## config.mk

```make
export PLATFORM = sky130hd
export DESIGN_NAME = dram_thermal_monitor
export DESIGN_NICKNAME = d
export VERILOG_FILES = /design/src/rtl/thm_pkg.sv /design/src/rtl/thm_interval_timer.sv /design/src/rtl/thm_level_filter.sv /design/src/rtl/thm_poll_fsm.sv /design/src/rtl/dram_thermal_monitor.sv
export SDC_FILE = /design/constraint.sdc
export NUM_CORES = 1
export LEC_CHECK = 0
export ABC_AREA = 1
export CORE_MARGIN = 5
export CORE_UTILIZATION = 47
export CTS_CLUSTER_SIZE = 20
export DETAILED_ROUTE_END_ITERATION = 7
export GPL_TIMING_DRIVEN = 1
export PLACE_DENSITY = 0.74
export SETUP_SLACK_MARGIN = 0.1
export SLEW_MARGIN = 10
export SYNTH_ARGS = -nofsm -noshare
export SYNTH_HDL_FRONTEND = slang
export SYNTH_HIERARCHICAL = 1
export SYNTH_SLANG_ARGS = --single-unit
export TNS_END_PERCENT = 10
```

## constraint.sdc

```tcl
create_clock -name clk -period 2.5 [get_ports clk]
set_input_delay 0.5 -clock clk [delete_from_list [all_inputs] [get_ports clk]]
set_output_delay 0.5 -clock clk [all_outputs]
set_load 0.02 [all_outputs]
```

## src/rtl/thm_pkg.sv

```systemverilog
package thm_pkg;
    localparam int CODE_W = 3;
    typedef logic [CODE_W-1:0] tcode_t;

    localparam tcode_t CODE_NOMINAL    = 3'd3;
    localparam tcode_t CODE_RESERVED   = 3'd4;
    localparam tcode_t CODE_DERATE_REF = 3'd5;
    localparam tcode_t CODE_DERATE_ALL = 3'd6;

    typedef enum logic [1:0] {
        ST_IDLE  = 2'd0,
        ST_READ0 = 2'd1,
        ST_READ1 = 2'd2,
        ST_APPLY = 2'd3
    } poll_state_t;
endpackage

```

## src/rtl/thm_interval_timer.sv

```systemverilog
module thm_interval_timer #(
    parameter int INTERVAL_W = 8
) (
    input  logic                  clk,
    input  logic                  rst_n,
    input  logic                  refresh_tick,
    input  logic                  idle,
    input  logic [INTERVAL_W-1:0] interval,
    output logic                  poll_due
);
    localparam int CW = INTERVAL_W + 1;

    logic [INTERVAL_W-1:0] cnt_q;
    logic [CW-1:0]         limit;
    logic [CW-1:0]         next_cnt;
    logic                  reach;

    assign limit    = (interval == '0) ? CW'(1) : {1'b0, interval};
    assign next_cnt = {1'b0, cnt_q} + CW'(1);
    assign reach    = next_cnt >= limit;
    assign poll_due = idle && refresh_tick && reach;

    always_ff @(posedge clk or negedge rst_n) begin
        if (!rst_n) begin
            cnt_q <= '0;
        end else if (!idle) begin
            cnt_q <= '0;
        end else if (refresh_tick) begin
            cnt_q <= reach ? '0 : next_cnt[INTERVAL_W-1:0];
        end
    end

    // no tick is accumulated while a poll is in flight
    assert_busy_restart_R10: assert property (@(posedge clk) disable iff (!rst_n)
        (!idle && refresh_tick) |=> (cnt_q == '0));
endmodule

```

## src/rtl/thm_level_filter.sv

```systemverilog
module thm_level_filter
    import thm_pkg::*;
(
    input  tcode_t rd0,
    input  tcode_t rd1,
    input  logic   use1,
    input  tcode_t held,
    output tcode_t next_level,
    output logic   changed
);
    tcode_t merged;
    tcode_t clamped;

    always_comb begin
        merged     = (use1 && (rd1 > rd0)) ? rd1 : rd0;
        clamped    = (merged < CODE_NOMINAL) ? CODE_NOMINAL : merged;
        next_level = (clamped == CODE_RESERVED) ? held : clamped;
        changed    = (next_level != held);
    end
endmodule

```

## src/rtl/thm_poll_fsm.sv

```systemverilog
module thm_poll_fsm
    import thm_pkg::*;
#(
    parameter int MR_DATA_W = 8
) (
    input  logic                 clk,
    input  logic                 rst_n,
    input  logic                 poll_due,
    input  logic                 cs1_cfg,
    input  logic                 mr_ack,
    input  logic [MR_DATA_W-1:0] mr_data,
    output logic                 mr_req,
    output logic                 mr_cs,
    output logic                 idle,
    output logic                 apply,
    output tcode_t               rd0,
    output tcode_t               rd1,
    output logic                 use1
);
    poll_state_t state_q, state_d;
    logic        unused_hi_bits;

    assign unused_hi_bits = ^mr_data[MR_DATA_W-1:CODE_W];

    always_ff @(posedge clk or negedge rst_n) begin
        if (!rst_n) state_q <= ST_IDLE;
        else        state_q <= state_d;
    end

    always_comb begin
        state_d = state_q;
        unique case (state_q)
            ST_IDLE:  if (poll_due) state_d = ST_READ0;
            ST_READ0: if (mr_ack)   state_d = use1 ? ST_READ1 : ST_APPLY;
            ST_READ1: if (mr_ack)   state_d = ST_APPLY;
            ST_APPLY:               state_d = ST_IDLE;
            default:                state_d = ST_IDLE;
        endcase
    end

    always_comb begin
        idle   = 1'b0;
        apply  = 1'b0;
        mr_req = 1'b0;
        mr_cs  = 1'b0;
        unique case (state_q)
            ST_IDLE:  idle = 1'b1;
            ST_READ0: mr_req = 1'b1;
            ST_READ1: begin mr_req = 1'b1; mr_cs = 1'b1; end
            ST_APPLY: apply = 1'b1;
            default:  idle = 1'b1;
        endcase
    end

    always_ff @(posedge clk or negedge rst_n) begin
        if (!rst_n) begin
            rd0  <= CODE_NOMINAL;
            rd1  <= CODE_NOMINAL;
            use1 <= 1'b0;
        end else begin
            if (state_q == ST_IDLE && poll_due)  use1 <= cs1_cfg;
            if (state_q == ST_READ0 && mr_ack)   rd0  <= mr_data[CODE_W-1:0];
            if (state_q == ST_READ1 && mr_ack)   rd1  <= mr_data[CODE_W-1:0];
        end
    end

    // an unanswered request is held with the same chip select
    assert_req_hold_R3: assert property (@(posedge clk) disable iff (!rst_n)
        (mr_req && !mr_ack) |=> (mr_req && $stable(mr_cs)));

    // a chip select 1 read only follows a chip select 0 acknowledge
    assert_cs1_order_R3: assert property (@(posedge clk) disable iff (!rst_n)
        $rose(mr_cs) |-> $past(mr_req && mr_ack && !mr_cs));
endmodule

```

## src/rtl/dram_thermal_monitor.sv

```systemverilog
module dram_thermal_monitor
    import thm_pkg::*;
#(
    parameter int INTERVAL_W = 8,
    parameter int MR_DATA_W  = 8
) (
    input  logic                  clk,
    input  logic                  rst_n,
    input  logic                  refresh_tick,
    input  logic [INTERVAL_W-1:0] cfg_interval,
    input  logic                  cfg_cs1_en,
    input  logic                  cfg_irq_en,
    output logic                  mr_req,
    output logic                  mr_cs,
    input  logic                  mr_ack,
    input  logic [MR_DATA_W-1:0]  mr_data,
    input  logic                  alert_clr_wr,
    input  logic                  alert_clr_data,
    output logic                  alert_status,
    output logic                  irq,
    output logic [2:0]            temp_level,
    output logic                  sel_ref_derate,
    output logic                  sel_tim_derate
);
    logic   idle, apply, poll_due, use1, changed;
    tcode_t rd0, rd1, next_level, level_q;

    thm_interval_timer #(.INTERVAL_W(INTERVAL_W)) u_timer (
        .clk(clk), .rst_n(rst_n), .refresh_tick(refresh_tick),
        .idle(idle), .interval(cfg_interval), .poll_due(poll_due)
    );

    thm_poll_fsm #(.MR_DATA_W(MR_DATA_W)) u_fsm (
        .clk(clk), .rst_n(rst_n), .poll_due(poll_due), .cs1_cfg(cfg_cs1_en),
        .mr_ack(mr_ack), .mr_data(mr_data), .mr_req(mr_req), .mr_cs(mr_cs),
        .idle(idle), .apply(apply), .rd0(rd0), .rd1(rd1), .use1(use1)
    );

    thm_level_filter u_filter (
        .rd0(rd0), .rd1(rd1), .use1(use1), .held(level_q),
        .next_level(next_level), .changed(changed)
    );

    always_ff @(posedge clk or negedge rst_n) begin
        if (!rst_n) begin
            level_q      <= CODE_NOMINAL;
            alert_status <= 1'b0;
        end else begin
            if (apply) level_q <= next_level;
            alert_status <= (alert_status && !(alert_clr_wr && alert_clr_data))
                          || (apply && changed && cfg_irq_en);
        end
    end

    assign temp_level     = level_q;
    assign irq            = alert_status;
    assign sel_ref_derate = (level_q >= CODE_DERATE_REF);
    assign sel_tim_derate = (level_q >= CODE_DERATE_ALL);

    // the held level never drops below nominal nor takes the reserved code
    assert_level_legal_R5: assert property (@(posedge clk) disable iff (!rst_n)
        (temp_level >= 3'd3) && (temp_level != 3'd4));

    // the timing derate never appears without the refresh derate
    assert_sel_nest_R7: assert property (@(posedge clk) disable iff (!rst_n)
        sel_tim_derate |-> sel_ref_derate);

    // status only rises on an enabled level change
    assert_alert_cause_R8: assert property (@(posedge clk) disable iff (!rst_n)
        $rose(alert_status) |-> ($past(cfg_irq_en) && (temp_level != $past(temp_level))));

    // status only falls after a clearing write
    assert_alert_clear_R9: assert property (@(posedge clk) disable iff (!rst_n)
        $fell(alert_status) |-> $past(alert_clr_wr && alert_clr_data));
endmodule

```

======== Word-level counts from Yosys, hierarchy flattened ========
Index checks and enable logic that the tools add are counted.
word-level totals
  output and inout port bits .............. 9
  logic and storage cells ................. 54
  bits in registers ....................... 21
  input port bits ......................... 24
operators by class
  multiplexer cells ....................... 16
  add/sub/neg operators ................... 1
  reductions and logical operators ........ 16
  eq/ne operators ......................... 9
  magnitude comparators ................... 5
operators with widths
  cell                                                                          number
  8-bit two-way mux                                                             4
  1-bit logical AND                                                             10
  8-bit by 1-bit adder with 9-bit output, second input constant                 1
  9-bit greater-or-equal comparator                                             1
  3-bit two-way mux                                                             3
  8-bit logical NOT                                                             1
  2-bit one-hot mux with 4 select lines                                         1
  3-bit greater-or-equal comparator, second input constant                      2
  2-bit two-way mux                                                             3
  2-bit inequality test, second input constant                                  3
  1-bit two-way mux                                                             5
  2-bit equality test, second input constant                                    2
  3-bit equality test, second input constant                                    1
  3-bit greater-than comparator                                                 1
  3-bit by 2-bit less-than comparator with 1-bit output, second input constant  1
  3-bit inequality test                                                         1
  3-bit AND reduction                                                           1
  2-bit by 1-bit equality test with 1-bit output, second input constant         1
  2-bit logical NOT                                                             1
  2-bit by 1-bit inequality test with 1-bit output, second input constant       1
  2-bit OR reduction                                                            1
  1-bit logical NOT                                                             1
  1-bit logical OR                                                              1

======== Longest topological paths before layout ========
Gate-level depths: netlist (run 1).
  word-level depth ........................ 11
  gate-level depth with buffers ........... 20
  gate-level depth less buffers ........... 20

======== Modules after synthesis ========
Netlist (run 1), hierarchy kept.
modules (own cells, without submodules)
  module                times used  cells each  area an instance (µm²)
  thm_interval_timer    1           116         758.2
  thm_poll_fsm          1           57          471.7
  thm_level_filter      1           50          279.0
  dram_thermal_monitor  1           22          178.9

======== Worst setup path after synthesis (run 1) ========
OpenSTA, ideal clock, no wires.
  path kind ............................... reg2reg
  start ................................... register u_timer.cnt_q[0]
  end ..................................... register u_fsm.state_q[0]
  arrival ................................. 2153 ps
  buffers on the path ..................... 0
  clock period less this slack ............ 2269 ps
  stages on the path, launching flop included .. 19
  required time ........................... 2384 ps
  setup slack ............................. 231 ps
  cells stage by stage .................... dfrtp_1 > ha_1 > nand3_2 > xor2_1 > inv_1 > ha_1 > nand2_1 > inv_1 > nand3_1 > nand3_1 > nand2_1 > nand2_1 > nand2_1 > a21oi_1 > inv_1 > nand2_1 > nand2_1 > nand2_1 > nand2_1
on the way
  word-level cells in the longest chain between the ends .. 5
RTL lines
  what                                                        line                        text
  start, declared                                             thm_interval_timer.sv:13    logic [INTERVAL_W-1:0] cnt_q;
  start signal, assigned                                      thm_interval_timer.sv:29    cnt_q <= reach ? '0 : next_cnt[INTERVAL_W-1:0];
  8-bit by 1-bit adder with 9-bit output                      thm_interval_timer.sv:19    assign next_cnt = {1'b0, cnt_q} + CW'(1);
  9-bit greater-or-equal comparator                           thm_interval_timer.sv:20    assign reach = next_cnt >= limit;
  1-bit logical AND                                           thm_interval_timer.sv:21    assign poll_due = idle && refresh_tick && reach;
  via poll_due                                                dram_thermal_monitor.sv:25  logic idle, apply, poll_due, use1, changed;
  2-bit by 1-bit inequality test with 1-bit output (no line)  -
  3-bit AND reduction (no line)                               -
  end signal, assigned                                        thm_poll_fsm.sv:27          else state_q <= state_d;
  end, declared                                               thm_poll_fsm.sv:20          poll_state_t state_q, state_d;
The timed path passes the listed nets, and every way through them passes these cells.
A chain may end at the register's enable or synchronous reset.

======== Worst setup path in the final report (run 1) ========
  start ................................... register u_timer.cnt_q[1]
  end ..................................... register u_fsm.state_q[0]
Same word-level chain as after synthesis.

==> results.yml, run 1 <==
run_status:
  outcome: "finished clean"
placed_design:
  hpwl_um: 2850
  gp_congestion: 0.791
  dpl.cell_count: 326
  pre_cts_ws_ps: -197
  port_buffers: 27
sta:
  relSlewSlack_pct: 61.0
  max_freq_ghz: 0.433
  period_needed_ps: 2310
  fin_crit_sh_pct: 92.4
  fin_skew_ps: 5.15
  finalWorstSetupSlack_ps: 191
  slew_violations: 0
  rsz0062_at_grt: "no"
  whs_ps: 493
  hold_violations: 0
  setup_viol: 0
  tightest_slew_ps: 583
clocking:
  clkLatencyLatePin_ps: 310
  htree_levels: 1
  cts.path.max_buffers: 2
  clkSinkCount: 21
  cts_hold_buf: 0
  clk_pin_slew_ps: 130
  cts_buffers: 3
  clockRootBuffer: "clkbuf_4"
  cts_tree: "yes"
pwr:
  leakage_nw: 1.24
  ir_drop_mv: 0.791
  pwr_density_cell_nw_per_um2: 961
synthesis:
  synth_top_cell_by_area: "dfrtp_1"
  synthArstFlopShare_pct: 100
  ys_seq_area_share_pct: 31.6
  synth_edf_count: 0
  synthTopCellsByCount: "77 x nand2_1, 48 x inv_1, 26 x nand3_1"
  syn-cell-area_um2: 1690
  synth_cell_types: 26
  yosys.area.top_type_share_pct: 22.2
  syn_nets: 286
  synth_seq_cells: 21
  yosys_warnings: 6
  synth_ff_type: "dfrtp_1"
  syn_avg_cell_area_um2: 6.89
  synthCells: 245
  synth_area_leaders: "dfrtp_1 22%, nand2_1 17%, ha_1 13%"
  synth.most_common_cell: "nand2_1"
floorplan:
  core_area_um2: 3420
  die-area_um2: 4890
  initial_utilization_pct: 49.4
  fp.dieH_um: 69.9
  die_width_um: 69.9
  rows: 21
  ioPinCount: 33
cells_and_area:
  seq_area_um2: 533
  n_antenna_cell: 0
  multiInputGateArea_um2: 1100
  area_growth_pct: 36.5
  layout-drive-gt1-share_pct: 23.4
  fillers: 295
  fin_cells: 336
  finalNetCount: 332
global_route:
  overflow: 0
  grt_pass1_vias: 1481
  grt_pass1_wl_um: 6420
  antenna_found_initial: 0
  grt_use_total_pct: 15.4
  grt_max_degree: 22
setup_path:
  cp.arrival_ps: 2570
  critPathKind: "reg -> reg"
  crit_path_start_kind: "flip-flop"
  crit_required_ps: 2770
  crit_fanout: 3
  crit_path_end_kind: "flip-flop"
drt:
  num_vias: 1652
  drt_iter0_markers: 100
  wl_um: 4020
  postRouteAntennaNets: 0
  first_pass_iters: 4
  viasPerCell: 4.92
  wl_per_cell_um: 12.0
  drc: 0
job:
  cap_violations: 0
min_path:
  hp-class: "reg -> reg"
## worst max-delay path, stage by stage, from the launching register on
cell,delay (ps)
dfrtp_1,460
ha_4,200
buf_4,130
xor2_1,170
ha_1,310
nand2_1,50
inv_1,60
nand3_2,80
nand3_2,70
nand2_2,60
nand2_2,80
nand2_4,70
a21oi_4,170
inv_2,50
nand2_2,60
nand2_1,50
nor2_1,90
nand2_1,50
nand2_1,60
## power breakdown
part	total (mW)	internal [mW]	switching [mW]
registers	0.603	0.482	0.121
clock network	0.172	0.0598	0.112
logic	1.44	0.583	0.858
total	2.22	1.12	1.09
## cell type report
class | count | share of cell area (%)
sequential | 21 | 23.1
multi-input combinational | 172 | 47.6
timing repair buffer | 42 | 17.3
tap | 46 | 2.50
inverter | 51 | 8.31
clock buffer | 3 | 0.977
clock inverter | 1 | 0.217
## path summary, 6_finish.rpt
kind                                                    from  cells past startpoint  slack [ps]                            to
worst max-delay path            u_timer/cnt_q[1]$_DFFE_PN0P_                     18         190  u_fsm/state_q[0]$_DFFE_PN0P_
worst min-delay path                u_fsm/rd0[1]$_DFFE_PN1P_                      2         490      u_fsm/rd0[1]$_DFFE_PN1P_
worst max register to register  u_timer/cnt_q[1]$_DFFE_PN0P_                     18         190  u_fsm/state_q[0]$_DFFE_PN0P_
worst min register to register      u_fsm/rd0[1]$_DFFE_PN1P_                      2         490      u_fsm/rd0[1]$_DFFE_PN1P_
max in group asynchronous                              rst_n                      2        1710      u_fsm/rd0[1]$_DFFE_PN1P_
min in group asynchronous                              rst_n                      2         520  u_timer/cnt_q[3]$_DFFE_PN0P_
## registers in the layout (all words and copies together) (netlist names)
signal,flops
u_fsm/rd0,3
u_fsm/rd1,3
temp_level,3
u_fsm/use1,1
alert_status,1
u_fsm/state_q,2
u_timer/cnt_q,8
## metrics by stage
| step | TNS [ps] | power (mW) | util [%] | area, µm² |
|---|---|---|---|---|
| after global routing | 0 | 2.45 | 67.5 | 2300 |
| final | 0 | 2.22 | 67.5 | 2300 |
| after global placement | -404 | 1.95 | 60.8 | 2080 |
| after floorplan | 0 | 1.61 | - | 1690 |
| after CTS | 0 | 2.16 | 61.6 | 2100 |
| after detailed placement | -479 | 1.98 | 60.8 | 2080 |
## cell usage in the layout, fill, tap and decap left out, drive strengths merged
master,Yosys,routed
a21oi,6,6
a31o,1,1
a31oi,2,2
buf,1,15
clkbuf,0,3
clkdlybuf4s50,0,24
clkinv,0,1
dfrtp,15,15
dfstp,6,6
dlymetal6s2s,0,3
ha,17,17
inv,51,51
nand2,84,84
nand3,30,30
nand3b,2,2
nand4,1,1
nor2,14,14
nor3,1,1
o21ai,11,11
xnor2,1,1
xor2,2,2
## kinds of logic after synthesis
logic type	count (synthesis)	share of synthesized area, %
adder cells (fa/ha/maj)	17	12.6
XOR/XNOR	3	1.56
buffers and inverters	52	11.8
AND/OR/NAND/NOR	132	35.4
flip-flops	21	31.6
AO/OA/AOI/OAI	20	7.12
## repair_timing
item                                   CTS  global route
setup endpoints to repair                0             3
gates resized for setup                  0            35
setup buffers                            0             6
endpoints found under the hold margin    0             0
## per-layer routing
layer / global-route usage [%] / routed length, µm / vias to the layer above
met1: 21.4 / 1800 / 749
met4: 2.34 / 95 / 0
met2: 25.2 / 1930 / 40
met3: 3.01 / 190 / 12
li1: - / - / 851
met5: 0 / 0 / -
Power figures use the tool's default switching activity.
==> inputs of run 2 (changes only) <==
--- a/config.mk
+++ b/config.mk
@@ -6,8 +6,10 @@
 export NUM_CORES = 1
 export LEC_CHECK = 0
 export ABC_AREA = 1
+export CAP_MARGIN = 10
 export CORE_MARGIN = 5
 export CORE_UTILIZATION = 47
+export CTS_BUF_LIST = sky130_fd_sc_hd__clkbuf_4 sky130_fd_sc_hd__clkbuf_8
 export CTS_CLUSTER_SIZE = 20
 export DETAILED_ROUTE_END_ITERATION = 7
 export GPL_TIMING_DRIVEN = 1
==> constraint.sdc (replaced) <==
create_clock -name clk -period 2.5 [get_ports clk]
set_input_delay 0.75 -clock clk [delete_from_list [all_inputs] [get_ports clk]]
set_output_delay 0.75 -clock clk [all_outputs]
set_load 0.02 [all_outputs]
==> results.yml, run 2 (synthesis gave the netlist of run 1 again) <==
setup_path:
  crit_path_end_kind: "flip-flop"
  crit_fanout: 3
  crit_required_ps: 2760
  path_common_cell: "buf_4"
  crit_path_start_kind: "input port"
  worstPathCellList: "clkdlybuf4s15_1 > inv_2 > buf_4 > buf_4 > buf_4 > buf_4 > buf_4 > buf_4 > ha_1 > nand2_2 > a21oi_2 > inv_1 > nand2_2 > nand2_1 > nor2_1 > nand2_1 > nand2_1"
  cp_slowest_cell: "ha_1"
  critPathKind: "in -> reg"
  cp.arrival_ps: 2580
  critPathTopFamily: "buffers and inverters"
  critical_path.max_stage_delay_ps: 270
  cp.buffers_inverters: 9
sta:
  hold_violations: 0
  max_freq_ghz: 0.431
  finalWorstSetupSlack_ps: 181
  fin_crit_sh_pct: 92.8
  setup_viol: 0
  relSlewSlack_pct: 62.2
  period_needed_ps: 2320
  rsz0062_at_grt: "yes"
  slew_violations: 0
  tightest_slew_ps: 564
  fin_skew_ps: 13.8
global_route:
  overflow: 0
  grt_max_degree: 22
  grt_pass1_vias: 1489
  antenna_found_initial: 0
  grt_use_total_pct: 15.8
  grt_pass1_wl_um: 6430
drt:
  drt_iter0_markers: 82
  drc: 0
  num_vias: 1639
  first_pass_iters: 4
  wl_um: 4030
  wl_per_cell_um: 11.7
  postRouteAntennaNets: 0
  viasPerCell: 4.78
job:
  cap_violations: 0
cells_and_area:
  layout_commonest_cell: "nand2_1"
  largest_reg_flops: 8
  fillers: 281
  largest_register: "u_timer/cnt_q"
  layout-drive-gt1-share_pct: 25.6
  most-common-layout-cells: "72 x nand2_1, 41 x inv_1, 23 x nand3_1"
  n_antenna_cell: 0
  finalNetCount: 339
  fin_cells: 343
  area_growth_pct: 38.2
pwr:
  pwr_density_cell_nw_per_um2: 937
  leakage_nw: 1.27
  ir_drop_mv: 0.676
floorplan:
  rows: 21
  fp.dieH_um: 69.9
  ioPinCount: 33
  initial_utilization_pct: 49.4
  die-area_um2: 4890
  core_area_um2: 3420
  die_width_um: 69.9
placed_design:
  pre_cts_ws_ps: -438
  gp_congestion: 0.792
  dpl.cell_count: 326
  port_buffers: 27
  hpwl_um: 2770
clocking:
  cts_buffers: 3
  clkLatencyLatePin_ps: 320
  htree_levels: 1
  cts.path.max_buffers: 2
  clkSinkCount: 21
  clk_pin_slew_ps: 130
  cts_hold_buf: 0
  cts_tree: "yes"
  clockRootBuffer: "clkbuf_4"
min_path:
  hp-class: "reg -> reg"
run_status:
  outcome: "finished clean"
run 2: cell types whose count changed in the layout (fill, tap and decap cells not counted), moves of 3 or more:
cell,delta
dlygate4sd2_1,+7
buf_4,+8
clkdlybuf4s15_1,+3
clkdlybuf4s50_1,-9
run 2: layout make-up:
class	count	area, µm²	share of cell area [%]
timing repair buffer	49	435	18.7
multi-input combinational	172	1090	46.6
inverter	51	191	8.21
clock buffer	3	22.5	0.966
sequential	21	534	22.9
tap	46	57.6	2.47
clock inverter	1	5.00	0.215
run 2: worst paths after layout:
check / from / end / slack [ps] / cells after the start
setup reg to reg: u_timer/cnt_q[1]$_DFFE_PN0P_ / u_fsm/state_q[0]$_DFFE_PN0P_ / 200 / 19
max in group asynchronous: rst_n / u_fsm/rd1[0]$_DFFE_PN1P_ / 1460 / 2
min in group asynchronous: rst_n / temp_level[2]$_DFFE_PN0P_ / 750 / 2
hold / removal: u_fsm/rd0[1]$_DFFE_PN1P_ / u_fsm/rd0[1]$_DFFE_PN1P_ / 500 / 2
setup / recovery: cfg_interval[7] / u_fsm/state_q[0]$_DFFE_PN0P_ / 180 / 17
hold reg to reg: u_fsm/rd0[1]$_DFFE_PN1P_ / u_fsm/rd0[1]$_DFFE_PN1P_ / 500 / 2
run 2: through the flow:
| step | TNS, ps | hold WS [ps] | cell area [µm²] | power (mW) | util [%] |
|---|---|---|---|---|---|
| 2_1_floorplan | 0 | 454 | 1690 | 1.61 | - |
| 3_3_place_gp | -2270 | 478 | 2080 | 1.95 | 60.8 |
| 3_5_place_dp | -2590 | 481 | 2080 | 1.97 | 60.8 |
| 4_1_cts | 0 | 501 | 2180 | 2.15 | 63.9 |
| 5_1_grt | 0 | 538 | 2330 | 2.44 | 68.3 |
| 6_report | 0 | 501 | 2330 | 2.19 | 68.3 |
run 2: routing by layer:
layer	wire length, µm	global-route usage (%)	share of wire [%]
met1	1880	21.0	47
met2	1900	25.8	47
met3	168	3.44	4.2
met4	78	4.26	1.9
met5	0	0	0
run 2: worst min-delay path, stage by stage, from the launching register on:
cell     delay, ps
dfstp_2        400
nand2_1         50
o21ai_1         60
run 2: repair_timing:
| item | in CTS | in global routing |
|---|---|---|
| endpoints found under the setup margin | 7 | 11 |
| setup buffers | 8 | 5 |
| pin swaps | 10 | 16 |
| endpoints found under the hold margin | 0 | 0 |
| resized for setup | 18 | 28 |
run 2: power by group:
group	internal [mW]	switching [mW]	total, mW
logic	0.562	0.853	1.42
clock network	0.0599	0.114	0.174
registers	0.482	0.114	0.597
total	1.10	1.08	2.19
==> inputs of run 3 (changes only) <==
--- a/config.mk
+++ b/config.mk
@@ -8,7 +8,7 @@
 export ABC_AREA = 1
 export CAP_MARGIN = 10
 export CORE_MARGIN = 5
-export CORE_UTILIZATION = 47
+export CORE_UTILIZATION = 45
 export CTS_BUF_LIST = sky130_fd_sc_hd__clkbuf_4 sky130_fd_sc_hd__clkbuf_8
 export CTS_CLUSTER_SIZE = 20
 export DETAILED_ROUTE_END_ITERATION = 7
==> constraint.sdc (replaced) <==
create_clock -name clk -period 2 [get_ports clk]
set_input_delay 0.6 -clock clk [delete_from_list [all_inputs] [get_ports clk]]
set_output_delay 0.6 -clock clk [all_outputs]
set_load 0.02 [all_outputs]
==> results.yml, run 3 (synthesis gave the netlist of run 1 again) <==
run_status:
  outcome: "complete, but fails checks"
  violations: "negative setup slack"
drt:
  first_pass_iters: 4
  viasPerCell: 4.90
  wl_per_cell_um: 12.8
  drt_iter0_markers: 109
  postRouteAntennaNets: 0
  drc: 0
  num_vias: 1759
  wl_um: 4580
setup_path:
  worstRegToRegCells: 19
  crit_fanout: 3
  critPathKind: "reg -> reg"
  worstPathCellList: "ha_4 > nand3_4 > xor2_2 > inv_2 > ha_4 > nand2_2 > inv_2 > nand2_1 > nand3_2 > nand2_1 > nand2_1 > nand2_2 > a21oi_2 > inv_1 > nand2_2 > nand2_1 > nor2_1 > nand2_1 > nand2_1"
  crit_path_start_kind: "flip-flop"
  critical_path.max_stage_delay_ps: 430
  crit_path_end_kind: "flip-flop"
  crit_required_ps: 2200
  cp_slowest_cell: "dfrtp_1"
  cp.arrival_ps: 2550
  path_common_cell: "nand2_1"
placed_design:
  hpwl_um: 3020
  placed_cell_area_um2: 2210
  gp_congestion: 0.856
  port_buffers: 27
sta:
  whs_ps: 502
  fin_skew_ps: 7.06
  max_freq_ghz: 0.426
  fin_crit_sh_pct: 117
  rsz0062_at_grt: "yes"
  setup_viol: 11
  finalWorstSetupSlack_ps: -350
  relSlewSlack_pct: 81.4
  period_needed_ps: 2350
  fin_setup_tns_ps: -1940
  tightest_slew_ps: 279
  hold_violations: 0
  slew_violations: 0
cells_and_area:
  finalNetCount: 353
  largest_reg_flops: 8
  final_area_um2: 2470
  layout-drive-gt1-share_pct: 30.5
  area_growth_pct: 46.4
  most-common-layout-cells: "72 x nand2_1, 42 x inv_1, 33 x buf_4"
  largest_register: "u_timer/cnt_q"
  n_antenna_cell: 0
  layout_commonest_cell: "nand2_1"
  final_util_pct: 67.5
global_route:
  overflow: 0
  grt_use_total_pct: 17.6
  grt_max_degree: 22
  grt_pass1_wl_um: 7330
  antenna_found_initial: 0
  grt_pass1_vias: 1725
clocking:
  htree_levels: 1
  cts_tree: "yes"
  clkLatencyLatePin_ps: 260
  cts_hold_buf: 0
  cts_buffers: 3
  clk_pin_slew_ps: 80
  clkSinkCount: 21
  cts.path.max_buffers: 2
  clockRootBuffer: "clkbuf_8"
min_path:
  hp-class: "reg -> reg"
  whs_path_depth: 2
floorplan:
  die-area_um2: 5080
  fp.dieH_um: 71.2
  ioPinCount: 33
  core_area_um2: 3660
  die_width_um: 71.2
  initial_utilization_pct: 46.1
  rows: 22
pwr:
  leakage_nw: 1.34
  p_switching_mw: 1.42
  p_comb_share_pct: 64.3
  seqPwrFrac_pct: 25.7
  power.internal_mw: 1.54
  power_mw: 2.96
  ir_drop_mv: 0.669
  switching_share_pct: 48.0
  pwr_density_cell_nw_per_um2: 1200
  pwr-share-clk_pct: 10.1
job:
  cap_violations: 0
-- run 3: cell types whose count changed in the layout (fill, tap and decap cells not counted), sizes merged --
cell,previous run,this run
clkbuf,3,7
clkdlybuf4s15,3,0
clkdlybuf4s50,15,13
dlymetal6s2s,2,0
dlygate4sd2,7,10
clkinv,1,0
buf,22,37
-- run 3: worst paths after layout --
kind	from	to	slack, ps
worst max-delay path	u_timer/cnt_q[1]$_DFFE_PN0P_	u_fsm/state_q[0]$_DFFE_PN0P_	-350
worst min-delay path	alert_status$_DFF_PN0_	alert_status$_DFF_PN0_	500
worst max register to register	u_timer/cnt_q[1]$_DFFE_PN0P_	u_fsm/state_q[0]$_DFFE_PN0P_	-350
worst min register to register	alert_status$_DFF_PN0_	alert_status$_DFF_PN0_	500
max in group asynchronous	rst_n	u_fsm/rd1[0]$_DFFE_PN1P_	1050
min in group asynchronous	rst_n	u_timer/cnt_q[5]$_DFFE_PN0P_	670
-- run 3: layout make-up --
type | count | area [µm²]
fillers | 296 | 1190
repair buffers | 63 | 519
inverters | 51 | 191
well taps | 48 | 60.1
clock buffers | 4 | 48.8
flip-flops and latches | 21 | 533
multi-input cells | 172 | 1120
-- run 3: repair_timing --
item	in CTS	in global routing
pin swaps	24	17
setup endpoints to repair	19	17
gates resized for setup	37	16
setup buffers	10	1
-- run 3: metal layers --
metal / GRT usage (%) / vias to the layer above / routed length, µm
met5: 0 / - / 0
met3: 2.81 / 10 / 247
met4: 7.10 / 0 / 66
met1: 22.5 / 805 / 1970
li1: - / 890 / -
met2: 29.7 / 54 / 2300
-- run 3: power groups by stage --
stage | registers (mW) | clock network (mW) | logic (mW)
after floorplan | 0.773 | 0 | 1.24
after global placement | 0.738 | 0 | 1.76
after detailed placement | 0.743 | 0 | 1.82
after CTS | 0.758 | 0.299 | 1.92
after global routing | 0.778 | 0.322 | 2.16
final | 0.760 | 0.299 | 1.90
-- run 3: metrics by stage --
step | std cells | setup slack (ps)
after floorplan | 245 | -158
after CTS | 358 | -273
final | 359 | -350
after global routing | 359 | -480
after detailed placement | 344 | -688
after global placement | 344 | -591
-- run 3: critical path, delay by kind of cell (launching register included) --
kind | cells | cell delay (ps)
simple gates | 12 | 810
fa+ha+maj | 2 | 470
flops | 1 | 430
buf+inv | 3 | 220
xor+xnor | 1 | 210
compound gates | 1 | 140
